$ cat src/rtl/secded_pkg.sv
package secded_pkg;
    localparam int HALF_W = 32;
    localparam int DATA_W = 2 * HALF_W;
    localparam int CHK_W  = 8;
    localparam int IDX_W  = $clog2(DATA_W + CHK_W);
    localparam logic [IDX_W-1:0] NO_IDX = '1;

    typedef enum logic [1:0] {
        FK_NONE,
        FK_DATA,
        FK_CHECK,
        FK_MULTI
    } fault_kind_t;

    // Parity mask over the upper half for check bit k
    function automatic logic [HALF_W-1:0] upper_mask(input int k);
        case (k)
            0: upper_mask = 32'hf00fe11e;
            1: upper_mask = 32'h00ff00ff;
            2: upper_mask = 32'h0f0f0f0f;
            3: upper_mask = 32'h11113333;
            4: upper_mask = 32'h22224444;
            5: upper_mask = 32'h44448888;
            6: upper_mask = 32'h8888ffff;
            default: upper_mask = 32'hffff1111;
        endcase
    endfunction

    // Parity mask over the lower half for check bit k
    function automatic logic [HALF_W-1:0] lower_mask(input int k);
        case (k)
            0: lower_mask = 32'hc33c0ff7;
            1: lower_mask = 32'h00fff0ff;
            2: lower_mask = 32'h0f0fff00;
            3: lower_mask = 32'h7777000f;
            4: lower_mask = 32'h8888222f;
            5: lower_mask = 32'hffff4441;
            6: lower_mask = 32'h11118882;
            default: lower_mask = 32'h22221114;
        endcase
    endfunction

    // Syndrome produced by a single flip of data bit b
    function automatic logic [CHK_W-1:0] data_column(input int b);
        logic [HALF_W-1:0] m;
        data_column = '0;
        for (int k = 0; k < CHK_W; k++) begin
            m = (b >= HALF_W) ? upper_mask(k) : lower_mask(k);
            data_column[k] = m[b % HALF_W];
        end
    endfunction
endpackage

$ cat src/rtl/secded_encoder.sv
module secded_encoder
    import secded_pkg::*;
(
    input  logic [HALF_W-1:0] data_hi,
    input  logic [HALF_W-1:0] data_lo,
    output logic [CHK_W-1:0]  chk
);
    for (genvar k = 0; k < CHK_W; k++) begin : g_par
        localparam logic [HALF_W-1:0] MH = upper_mask(k);
        localparam logic [HALF_W-1:0] ML = lower_mask(k);
        assign chk[k] = (^(data_hi & MH)) ^ (^(data_lo & ML));
    end
endmodule

$ cat src/rtl/secded_locator.sv
module secded_locator
    import secded_pkg::*;
(
    input  logic [CHK_W-1:0] syn,
    output fault_kind_t      kind,
    output logic [IDX_W-1:0] idx
);
    logic [DATA_W-1:0] hit;
    logic              hit_any;
    logic [IDX_W-1:0]  hit_idx;
    logic [IDX_W-1:0]  low_bit;

    for (genvar b = 0; b < DATA_W; b++) begin : g_col
        localparam logic [CHK_W-1:0] COL = data_column(b);
        assign hit[b] = (syn == COL);
    end

    // lowest matching data column
    always_comb begin
        hit_any = 1'b0;
        hit_idx = '0;
        for (int b = DATA_W - 1; b >= 0; b--) begin
            if (hit[b]) begin
                hit_any = 1'b1;
                hit_idx = IDX_W'(b);
            end
        end
    end

    // lowest set syndrome bit, only used when exactly one is set
    always_comb begin
        low_bit = '0;
        for (int k = CHK_W - 1; k >= 0; k--) begin
            if (syn[k]) low_bit = IDX_W'(DATA_W + k);
        end
    end

    always_comb begin
        if (syn == '0) begin
            kind = FK_NONE;
            idx  = NO_IDX;
        end else if (hit_any) begin
            kind = FK_DATA;
            idx  = hit_idx;
        end else if ($countones(syn) == 1) begin
            kind = FK_CHECK;
            idx  = low_bit;
        end else begin
            kind = FK_MULTI;
            idx  = NO_IDX;
        end
    end
endmodule

$ cat src/rtl/secded_check_unit.sv
module secded_check_unit
    import secded_pkg::*;
(
    input  logic              clk,
    input  logic              rst_n,
    input  logic              i_valid,
    input  logic [HALF_W-1:0] i_data_hi,
    input  logic [HALF_W-1:0] i_data_lo,
    input  logic [CHK_W-1:0]  i_chk,
    output logic              o_valid,
    output logic [CHK_W-1:0]  o_chk_calc,
    output logic [CHK_W-1:0]  o_syndrome,
    output logic [HALF_W-1:0] o_data_hi,
    output logic [HALF_W-1:0] o_data_lo,
    output logic [CHK_W-1:0]  o_chk_fixed,
    output logic [IDX_W-1:0]  o_fault_idx,
    output logic              o_sbe,
    output logic              o_cbe,
    output logic              o_ue
);
    typedef enum logic {ST_WAIT, ST_SHOW} state_t;
    state_t state, state_nx;

    logic [CHK_W-1:0]  calc;
    logic [CHK_W-1:0]  syn;
    fault_kind_t       kind;
    logic [IDX_W-1:0]  idx;
    logic [DATA_W-1:0] word_in;
    logic [DATA_W-1:0] word_fix;
    logic [CHK_W-1:0]  chk_fix;

    secded_encoder u_enc (
        .data_hi (i_data_hi),
        .data_lo (i_data_lo),
        .chk     (calc)
    );

    assign syn = calc ^ i_chk;

    secded_locator u_loc (
        .syn  (syn),
        .kind (kind),
        .idx  (idx)
    );

    assign word_in = {i_data_hi, i_data_lo};

    always_comb begin
        word_fix = word_in;
        chk_fix  = i_chk;
        unique case (kind)
            FK_DATA:  word_fix = word_in ^ (DATA_W'(1) << idx[$clog2(DATA_W)-1:0]);
            FK_CHECK: chk_fix  = i_chk ^ (CHK_W'(1) << idx[$clog2(CHK_W)-1:0]);
            FK_NONE, FK_MULTI: ;
        endcase
    end

    always_comb begin
        unique case (state)
            ST_WAIT: state_nx = i_valid ? ST_SHOW : ST_WAIT;
            ST_SHOW: state_nx = i_valid ? ST_SHOW : ST_WAIT;
        endcase
    end

    always_ff @(posedge clk) begin
        if (!rst_n) state <= ST_WAIT;
        else        state <= state_nx;
    end

    assign o_valid = (state == ST_SHOW);

    always_ff @(posedge clk) begin
        if (!rst_n) begin
            o_chk_calc  <= '0;
            o_syndrome  <= '0;
            o_data_hi   <= '0;
            o_data_lo   <= '0;
            o_chk_fixed <= '0;
            o_fault_idx <= NO_IDX;
            o_sbe       <= 1'b0;
            o_cbe       <= 1'b0;
            o_ue        <= 1'b0;
        end else if (i_valid) begin
            o_chk_calc  <= calc;
            o_syndrome  <= syn;
            {o_data_hi, o_data_lo} <= word_fix;
            o_chk_fixed <= chk_fix;
            o_fault_idx <= idx;
            o_sbe       <= (kind == FK_DATA);
            o_cbe       <= (kind == FK_CHECK);
            o_ue        <= (kind == FK_MULTI);
        end
    end

    AST_FLAGS_EXCLUSIVE: assert property (@(posedge clk) disable iff (!rst_n)
        $onehot0({o_sbe, o_cbe, o_ue}));
    AST_STROBE_SHOWS: assert property (@(posedge clk) disable iff (!rst_n)
        i_valid |=> o_valid);
    AST_NO_SPURIOUS: assert property (@(posedge clk) disable iff (!rst_n)
        !i_valid |=> !o_valid);
    AST_RESULT_HOLD: assert property (@(posedge clk) disable iff (!rst_n)
        !i_valid |=> ($stable(o_data_hi) && $stable(o_data_lo) && $stable(o_fault_idx)));
    AST_CLEAN_WORD: assert property (@(posedge clk) disable iff (!rst_n)
        (o_syndrome == '0) |-> (!o_sbe && !o_cbe && !o_ue && o_fault_idx == NO_IDX));
    AST_DATA_IDX: assert property (@(posedge clk) disable iff (!rst_n)
        o_sbe |-> (o_fault_idx < IDX_W'(DATA_W) && o_chk_fixed == (o_chk_calc ^ o_syndrome)));
    AST_CHECK_ONE_BIT: assert property (@(posedge clk) disable iff (!rst_n)
        o_cbe |-> ($countones(o_syndrome) == 1 && o_fault_idx >= IDX_W'(DATA_W)));
    AST_UE_MULTI: assert property (@(posedge clk) disable iff (!rst_n)
        o_ue |-> ($countones(o_syndrome) > 1 && o_fault_idx == NO_IDX));
endmodule

$ cat config.mk
export PLATFORM = sky130hd
export DESIGN_NAME = secded_check_unit
export DESIGN_NICKNAME = d
export VERILOG_FILES = /design/src/rtl/secded_pkg.sv /design/src/rtl/secded_encoder.sv /design/src/rtl/secded_locator.sv /design/src/rtl/secded_check_unit.sv
export SDC_FILE = /design/constraint.sdc
export NUM_CORES = 1
export LEC_CHECK = 0
export ABC_AREA = 1
export CAP_MARGIN = 0
export CORE_ASPECT_RATIO = 1.1
export CORE_MARGIN = 1
export CORE_UTILIZATION = 35
export CTS_CLUSTER_DIAMETER = 30
export DETAILED_ROUTE_END_ITERATION = 10
export DONT_BUFFER_PORTS = 1
export SYNTH_ARGS = -nofsm -noshare
export SYNTH_HDL_FRONTEND = slang
export SYNTH_HIERARCHICAL = 1
export SYNTH_SLANG_ARGS = --single-unit
$ cat constraint.sdc
create_clock -name clk -period 11 [get_ports clk]
set_input_delay 0.55 -clock clk [delete_from_list [all_inputs] [get_ports clk]]
set_output_delay 0.55 -clock clk [all_outputs]
set_load 0.05 [all_outputs]
# After elaboration in Yosys (flattened, before gate mapping)
# Index checks and enable logic that the tools add are counted.
# classes
add_sub_neg	7
n_mul	0
n_div	0
order_cmp	0
eq_ne	68
shift	2
muxes	145
n_bitwise	11
reduce_logical	17
# op_table
operator	n
$reduce_xor 32->1	16
$mux 6	64
$eq 8x8->1 const B	28
$eq 8x7->1 const B	20
$add 32x32->32	3
$eq 8x6->1 const B	12
$mux 7	11
$mux 1	66
$mux 64	1
$shl 1x6->64 const A	1
$xor 64x64->64	1
$eq 32x2->1 const B	1
$eq 8x5->1 const B	4
$xor 8x8->8	2
$add 1x1->2	4
$logic_not 8->1	1
$mux 8	1
$shl 1x3->8 const A	1
$xor 1x1->1	8
$eq 2x2->1 const B	2
$mux 2	2
$eq 2x1->1 const B	1
# totals
regBits	99
latch_bits	0
ramBits	0
romBits	0
in_bits	75
out_inout_bits	99
word_cells	260
mem_count	0

# Depth between registers and ports, before layout
# depth
depth_word	73
depth_mapped	43
ltp_nobuf	42

# Hierarchy
# Netlist, hierarchy kept.
# modules_own_cells
module	n_inst	cells_per_inst	area_per_inst_um2	seq_area_each_um2
secded_check_unit	1	867	5388.9	1981.9
secded_encoder	1	535	2598.7	0.0
secded_locator	1	257	1437.6	0.0

# Worst setup path after synthesis
# Ideal clock, no wire load.
# synth_timing
kind	input to register
from	input port i_data_lo[6]
to	register o_data_hi[14]
setup_time_ns	0.109
arrival_ns	5.893
t_required_ns	10.891
path_slack_ns	4.998
cell_stages	38
n_path_buf	1
cell_sequence	clkbuf_2 > nor2_1 > inv_1 > nand2_1 > nand2_1 > nand2_1 > nand2_1 > nand2_1 > nand2_1 > nand2_1 > nand2_1 > nand2_1 > nand2_1 > nand2_1 > xor2_1 > fa_1 > inv_1 > fa_1 > (+2 left out) > ha_1 > inv_1 > fa_1 > a2111oi_0 > a21oi_1 > nor2_1 > inv_1 > a21oi_4 > a21boi_1 > nand4_1 > inv_2 > nand3_1 > nor2_1 > nand3_1 > nand2_1 > nand3_1 > nand2_1 > inv_1
# synth_between
elab_chain_len	73
word_cells_on_any_way	222
classes_between	5 x add/sub; 66 x eq/ne; 1 x shift; 141 x mux; 5 x bitwise; 4 x reduce/logical
# synth_rtl
element	line_no	source
from (decl)	secded_check_unit.sv:8	input logic [HALF_W-1:0] i_data_lo,
$reduce_xor 32->1 (*)	secded_encoder.sv:11	assign chk[k] = (^(data_hi & MH)) ^ (^(data_lo & ML));
$xor 1x1->1 (*)	secded_encoder.sv:11	
named net calc[0]	secded_check_unit.sv:24	logic [CHK_W-1:0] calc;
$xor 8x8->8 (*)	secded_check_unit.sv:38	assign syn = calc ^ i_chk;
named net syn[0]	secded_check_unit.sv:25	logic [CHK_W-1:0] syn;
$eq 8x8->1	secded_locator.sv:15	assign hit[b] = (syn == COL);
$mux 6 or $mux 1 (tied branches) (64 in series)	secded_locator.sv:23	if (hit[b]) begin
$mux 7	secded_locator.sv:42	end else if (hit_any) begin
$mux 7 (*)	secded_locator.sv:39	if (syn == '0) begin
named net idx[0]	secded_check_unit.sv:27	logic [IDX_W-1:0] idx;
$shl 1x6->64 (*)	secded_check_unit.sv:52	FK_DATA: word_fix = word_in ^ (DATA_W'(1) << idx[$clog2(DATA_W)-1:0]);
$xor 64x64->64 (*)	secded_check_unit.sv:52	
$mux 64 (*)	secded_check_unit.sv:51	unique case (kind)
to (signal assigned)	secded_check_unit.sv:86	{o_data_hi, o_data_lo} <= word_fix;
to (decl)	secded_check_unit.sv:13	output logic [HALF_W-1:0] o_data_hi,
# The timed path passes the listed nets; every way through them passes the cells marked *.
# A chain may end at the register's enable or synchronous reset.

# Final worst setup path
# layout_timing
from	input port i_data_hi[30]
to	register o_data_hi[22]
# layout_between
elab_chain_len	73
word_cells_on_any_way	225
classes_between	6 x add/sub; 66 x eq/ne; 1 x shift; 143 x mux; 5 x bitwise; 4 x reduce/logical
# layout_rtl
element	line_no	source
from (decl)	secded_check_unit.sv:7	input logic [HALF_W-1:0] i_data_hi,
$reduce_xor 32->1 (*)	secded_encoder.sv:11	
$xor 1x1->1 (*)	secded_encoder.sv:11	
named net calc[0]	secded_check_unit.sv:24	
$xor 8x8->8 (*)	secded_check_unit.sv:38	
named net syn[0]	secded_check_unit.sv:25	
$eq 8x8->1	secded_locator.sv:15	
$mux 6 or $mux 1 (tied branches) (64 in series)	secded_locator.sv:23	
$mux 7	secded_locator.sv:42	
$mux 7 (*)	secded_locator.sv:39	
named net idx[0]	secded_check_unit.sv:27	
$shl 1x6->64 (*)	secded_check_unit.sv:52	
$xor 64x64->64 (*)	secded_check_unit.sv:52	
$mux 64 (*)	secded_check_unit.sv:51	
# Marked as above.

==> results.md <==
Floorplanning:
- The die footprint is approximately 28000 um2.
- The core area is around 26000 um2.
- The number of rows created at floorplan is 62.
- The starting density of the core is between 30% and 40%.
- The floorplan step set the die height to roughly 170 um.
- about 170 I/O pins were placed.
- The die outline width is between 150 and 200 um.

Clocking:
- For the worst-skew pair, the clock arrives at the later sink with an insertion delay of ~360 ps.
- The CTS tree is yes.
- The number of setup buffers added after CTS is 0.
- Post-CTS repair changed the size of 0 cells.
- Counting every sink on the clock net gives 99.
- TritonCTS created 9 clock buffers.
- After clock tree synthesis, the clock-pin slew on the worst setup and hold paths is around 70 ps.
- After clock tree synthesis, the flow added hold-fix buffers numbering 0.
- The level count of the clock H-tree is 3.
- The cell at the root of the clock tree is clkbuf_16.
- The buffer levels on the longest clock path is 2.

STA:
- The worst path setup slack after routing is a little over 4000 ps.
- Setup repair after global routing left no endpoint under its margin.
- The number of endpoints with negative hold slack in the final report is 0.
- The number of max-slew violations in the final report is 0.
- For the pin with the worst max-slew slack, the measured transition is between 900 and 1000 ps.
- The final critical-path share of the clock period is between 60 and 70%.
- Derived from the worst setup path, the maximum achievable clock frequency is around 0.14 GHz.
- The number of failing setup endpoints in the final timing report is 0.
- The largest clock skew in the final design is 0 ps.
- The total negative slack is 0 ps.
- The worst relative slew slack is roughly 38%.
- The worst path in the final design needs a cycle of between 6000 and 7000 ps, including I/O delays and setup.

Layout:
- The area growth from synthesis to layout is 5.92%.
- Of the cells placed in the final design, the portion with a size suffix greater than 1 is around 5.5%.
- Leaving out fill and tap cells, the most frequent cell in the layout is nand2_1.
- The number of fillers in the final layout is around 2.9k.
- The final antenna diode count is 0.
- In the final design database the tool counted between 1.5k and 2k nets.
- In the layout the commonest cells are nand2_1 (606), inv_1 (280), nand3_1 (168).

Logic synthesis:
- The predominant post-synthesis flop cell is dfxtp_1.
- The count of cell types in the netlist is between 50 and 60.
- The share of flip-flops with an asynchronous set or reset after synthesis is 0%.
- By area the synthesized netlist is led by nand2_1 (24%), dfxtp_1 (21%), inv_1 (11%).
- The count of flip-flops with a built-in enable after synthesis is 0.
- After synthesis the netlist holds a flip-flop and latch count of 99.
- Averaged over all synthesized cells, the footprint is roughly 5.7 um2.
- The total of warnings raised by yosys is 6.
- The synthesized design devotes to its leading area cell type between 20% and 30% of total area.
- The netlist area before placement is approximately 9400 um2.
- When the netlist entered floorplanning its net count stood at 1745.
- The dominant cell type by area after synthesis is nand2_1.
- Synthesis produced about 1.7k cells.
- Sequential elements use 21.0% of the synthesized area.

Setup path:
- The classification of the worst setup path is primary input to flop.
- Of all nets on the critical path, the largest fanout is 8.
- The number of cells on the worst reg-to-reg path is 4.
- The kind of cell with the highest combined delay along the critical path is simple AND/OR/NAND/NOR gates.
- The startpoint identified for the worst register-to-register timing path is o_chk_fixed[2].
- The type of element capturing the critical path is a flop.
- The number of logic stages on the critical path including buffering is 35.
- The slowest stage of the critical path belongs to the cell nor2_1.
- The slack of the worst reg-to-reg path is 9940 ps.
- The endpoint identified for the worst register-to-register timing path is o_chk_fixed[2].
- For the worst setup path, the data required time is 11270 ps.
- The maximum cell stage delay along the critical path is 770 ps.
- The sort of element at the start of the critical path is a primary input.
- The endpoint of the worst setup timing path is o_data_hi[22].
- Data arrives at the worst endpoint at 7180 ps.
- The number of buffers and inverters on the critical path is 8.
- The most prevalent standard cell on the critical path is nand2_1.
- In this run the worst setup path begins at i_data_hi[30].

GRT:
- The via count of the first global-routing pass is about 9.0k.
- Entering global routing, the biggest net connects between 70 and 80 pins.
- The number of antenna violations at the first check in global routing was 0.
- The first-pass GRT wire length is roughly 52000 um.
- The remaining global-route overflow is 0.
- The total routing usage reported by global routing is between 20% and 30%.

Place:
- The weighted congestion reported at the end of routability-driven placement is around 0.9.
- The wire-length estimate of the detail-placed layout is 26500 um.
- The pre-CTS setup slack is 3750 ps.
- In this run the tool buffered the top-level ports with 0 buffer cells.

Min path:
- The tightest min-delay check is of the primary input to flop type.

Route:
- After detailed routing, the number of remaining DRC violations is 0.
- For this run, the detailed router's first-pass iteration total came to 6.
- The wire length per cell is 17.2 um.
- The wire length after detailed routing is between 30000 and 40000 um.
- The number of design-rule violations left by the first detailed-router iteration is 770.
- Dividing the detail-routed via count by the number of cells gives roughly 5.0.
- The routed layout has between 9k and 10k vias.
- The detail route stage leaves a number of antenna-violating nets equal to 0.

Status:
- The flow ran to the end, and the final reports show no timing, DRC or antenna violations.

Flow run:
- Max-cap violations in this run came to 0.
routing by layer:
metal | routed length, um | vias up | global-route usage (%)
li1 | - | 5023 | -
met3 | 3150 | 36 | 7.83
met5 | 0 | - | 0
met1 | 13600 | 4546 | 29.2
met4 | 843 | 0 | 7.37
met2 | 16400 | 338 | 42.5
layout make-up:
type	count	area (um2)	share of cell area, %
clock buffers	11	233	2.33
flip-flops and latches	99	1980	19.9
repair buffers	7	52.6	0.526
inverters	304	1150	11.6
well taps	352	440	4.41
multi-input cells	1197	6060	60.7
clock inverters	5	62.6	0.627
worst register-to-register path, stage by stage, from the launching register on:
cell	delay (ps)
dfxtp_1	690
nand2_1	100
nand2_1	90
o21ai_0	90
inv_1	60
logic make-up after synthesis:
group	synth area share, %
and+or+nand+nor	45.0
buffers and inverters	14.9
xor gates and xnor gates	10.3
AOI/OAI and AO/OA	7.01
DFF	21.0
adders and majority gates	1.78
registers in the layout, indices dropped and copies added (netlist names):
register / cells
o_sbe: 1
o_fault_idx: 7
o_chk_fixed: 8
o_syndrome: 8
o_data_lo: 32
o_valid: 1
o_chk_calc: 8
o_data_hi: 32
o_cbe: 1
o_ue: 1
how the worst min path moves through the flow:
stage                         startpoint  depth (start not counted)             end  slack (ps)
after global placement             o_cbe                          2           o_cbe         720
after detailed placement  o_fault_idx[4]                          2  o_fault_idx[4]         720
final                      i_data_hi[17]                          4   o_data_hi[17]         380
after floorplan                    o_sbe                          2           o_sbe         690
after global routing             i_valid                          3  o_chk_fixed[1]         360
after CTS                        i_valid                          3  o_chk_fixed[1]         360
synth_stat cells (2+ instances only):
| master | n |
|---|---|
| nand2_1 | 607 |
| inv_1 | 280 |
| nand3_1 | 168 |
| dfxtp_1 | 99 |
| nor2_1 | 87 |
| nand4_1 | 60 |
| xnor2_1 | 59 |
| xor2_1 | 50 |
| o21ai_0 | 38 |
| clkbuf_1 | 27 |
| a21oi_1 | 23 |
| inv_2 | 20 |
| a22o_1 | 16 |
| buf_2 | 16 |
| nor3_1 | 15 |
| buf_1 | 13 |
| nor2_2 | 13 |
| nand2_2 | 9 |
| ha_1 | 7 |
| fa_1 | 4 |
| a31oi_1 | 3 |
| inv_4 | 3 |
| nand2_4 | 3 |
| nor2_4 | 3 |
| clkbuf_2 | 2 |
| nor2_8 | 2 |
| nor4_1 | 2 |
| nor4_4 | 2 |
| o211ai_1 | 2 |
| o21bai_1 | 2 |
| or2_1 | 2 |
through the flow:
stage / hold slack, ps / std cells / utilization (%) / instance area [um2]
4_1_cts: 360 / 1975 / 38.0 / 9980
2_1_floorplan: 690 / 1659 / - / 9430
3_3_place_gp: 722 / 1959 / 36.8 / 9690
5_1_grt: 359 / 1975 / 38.0 / 9980
3_5_place_dp: 719 / 1959 / 36.8 / 9690
6_report: 381 / 1975 / 38.0 / 9980
Power is not shown: default switching activity piles up to over one toggle a cycle in this logic, so the estimate is an artifact.
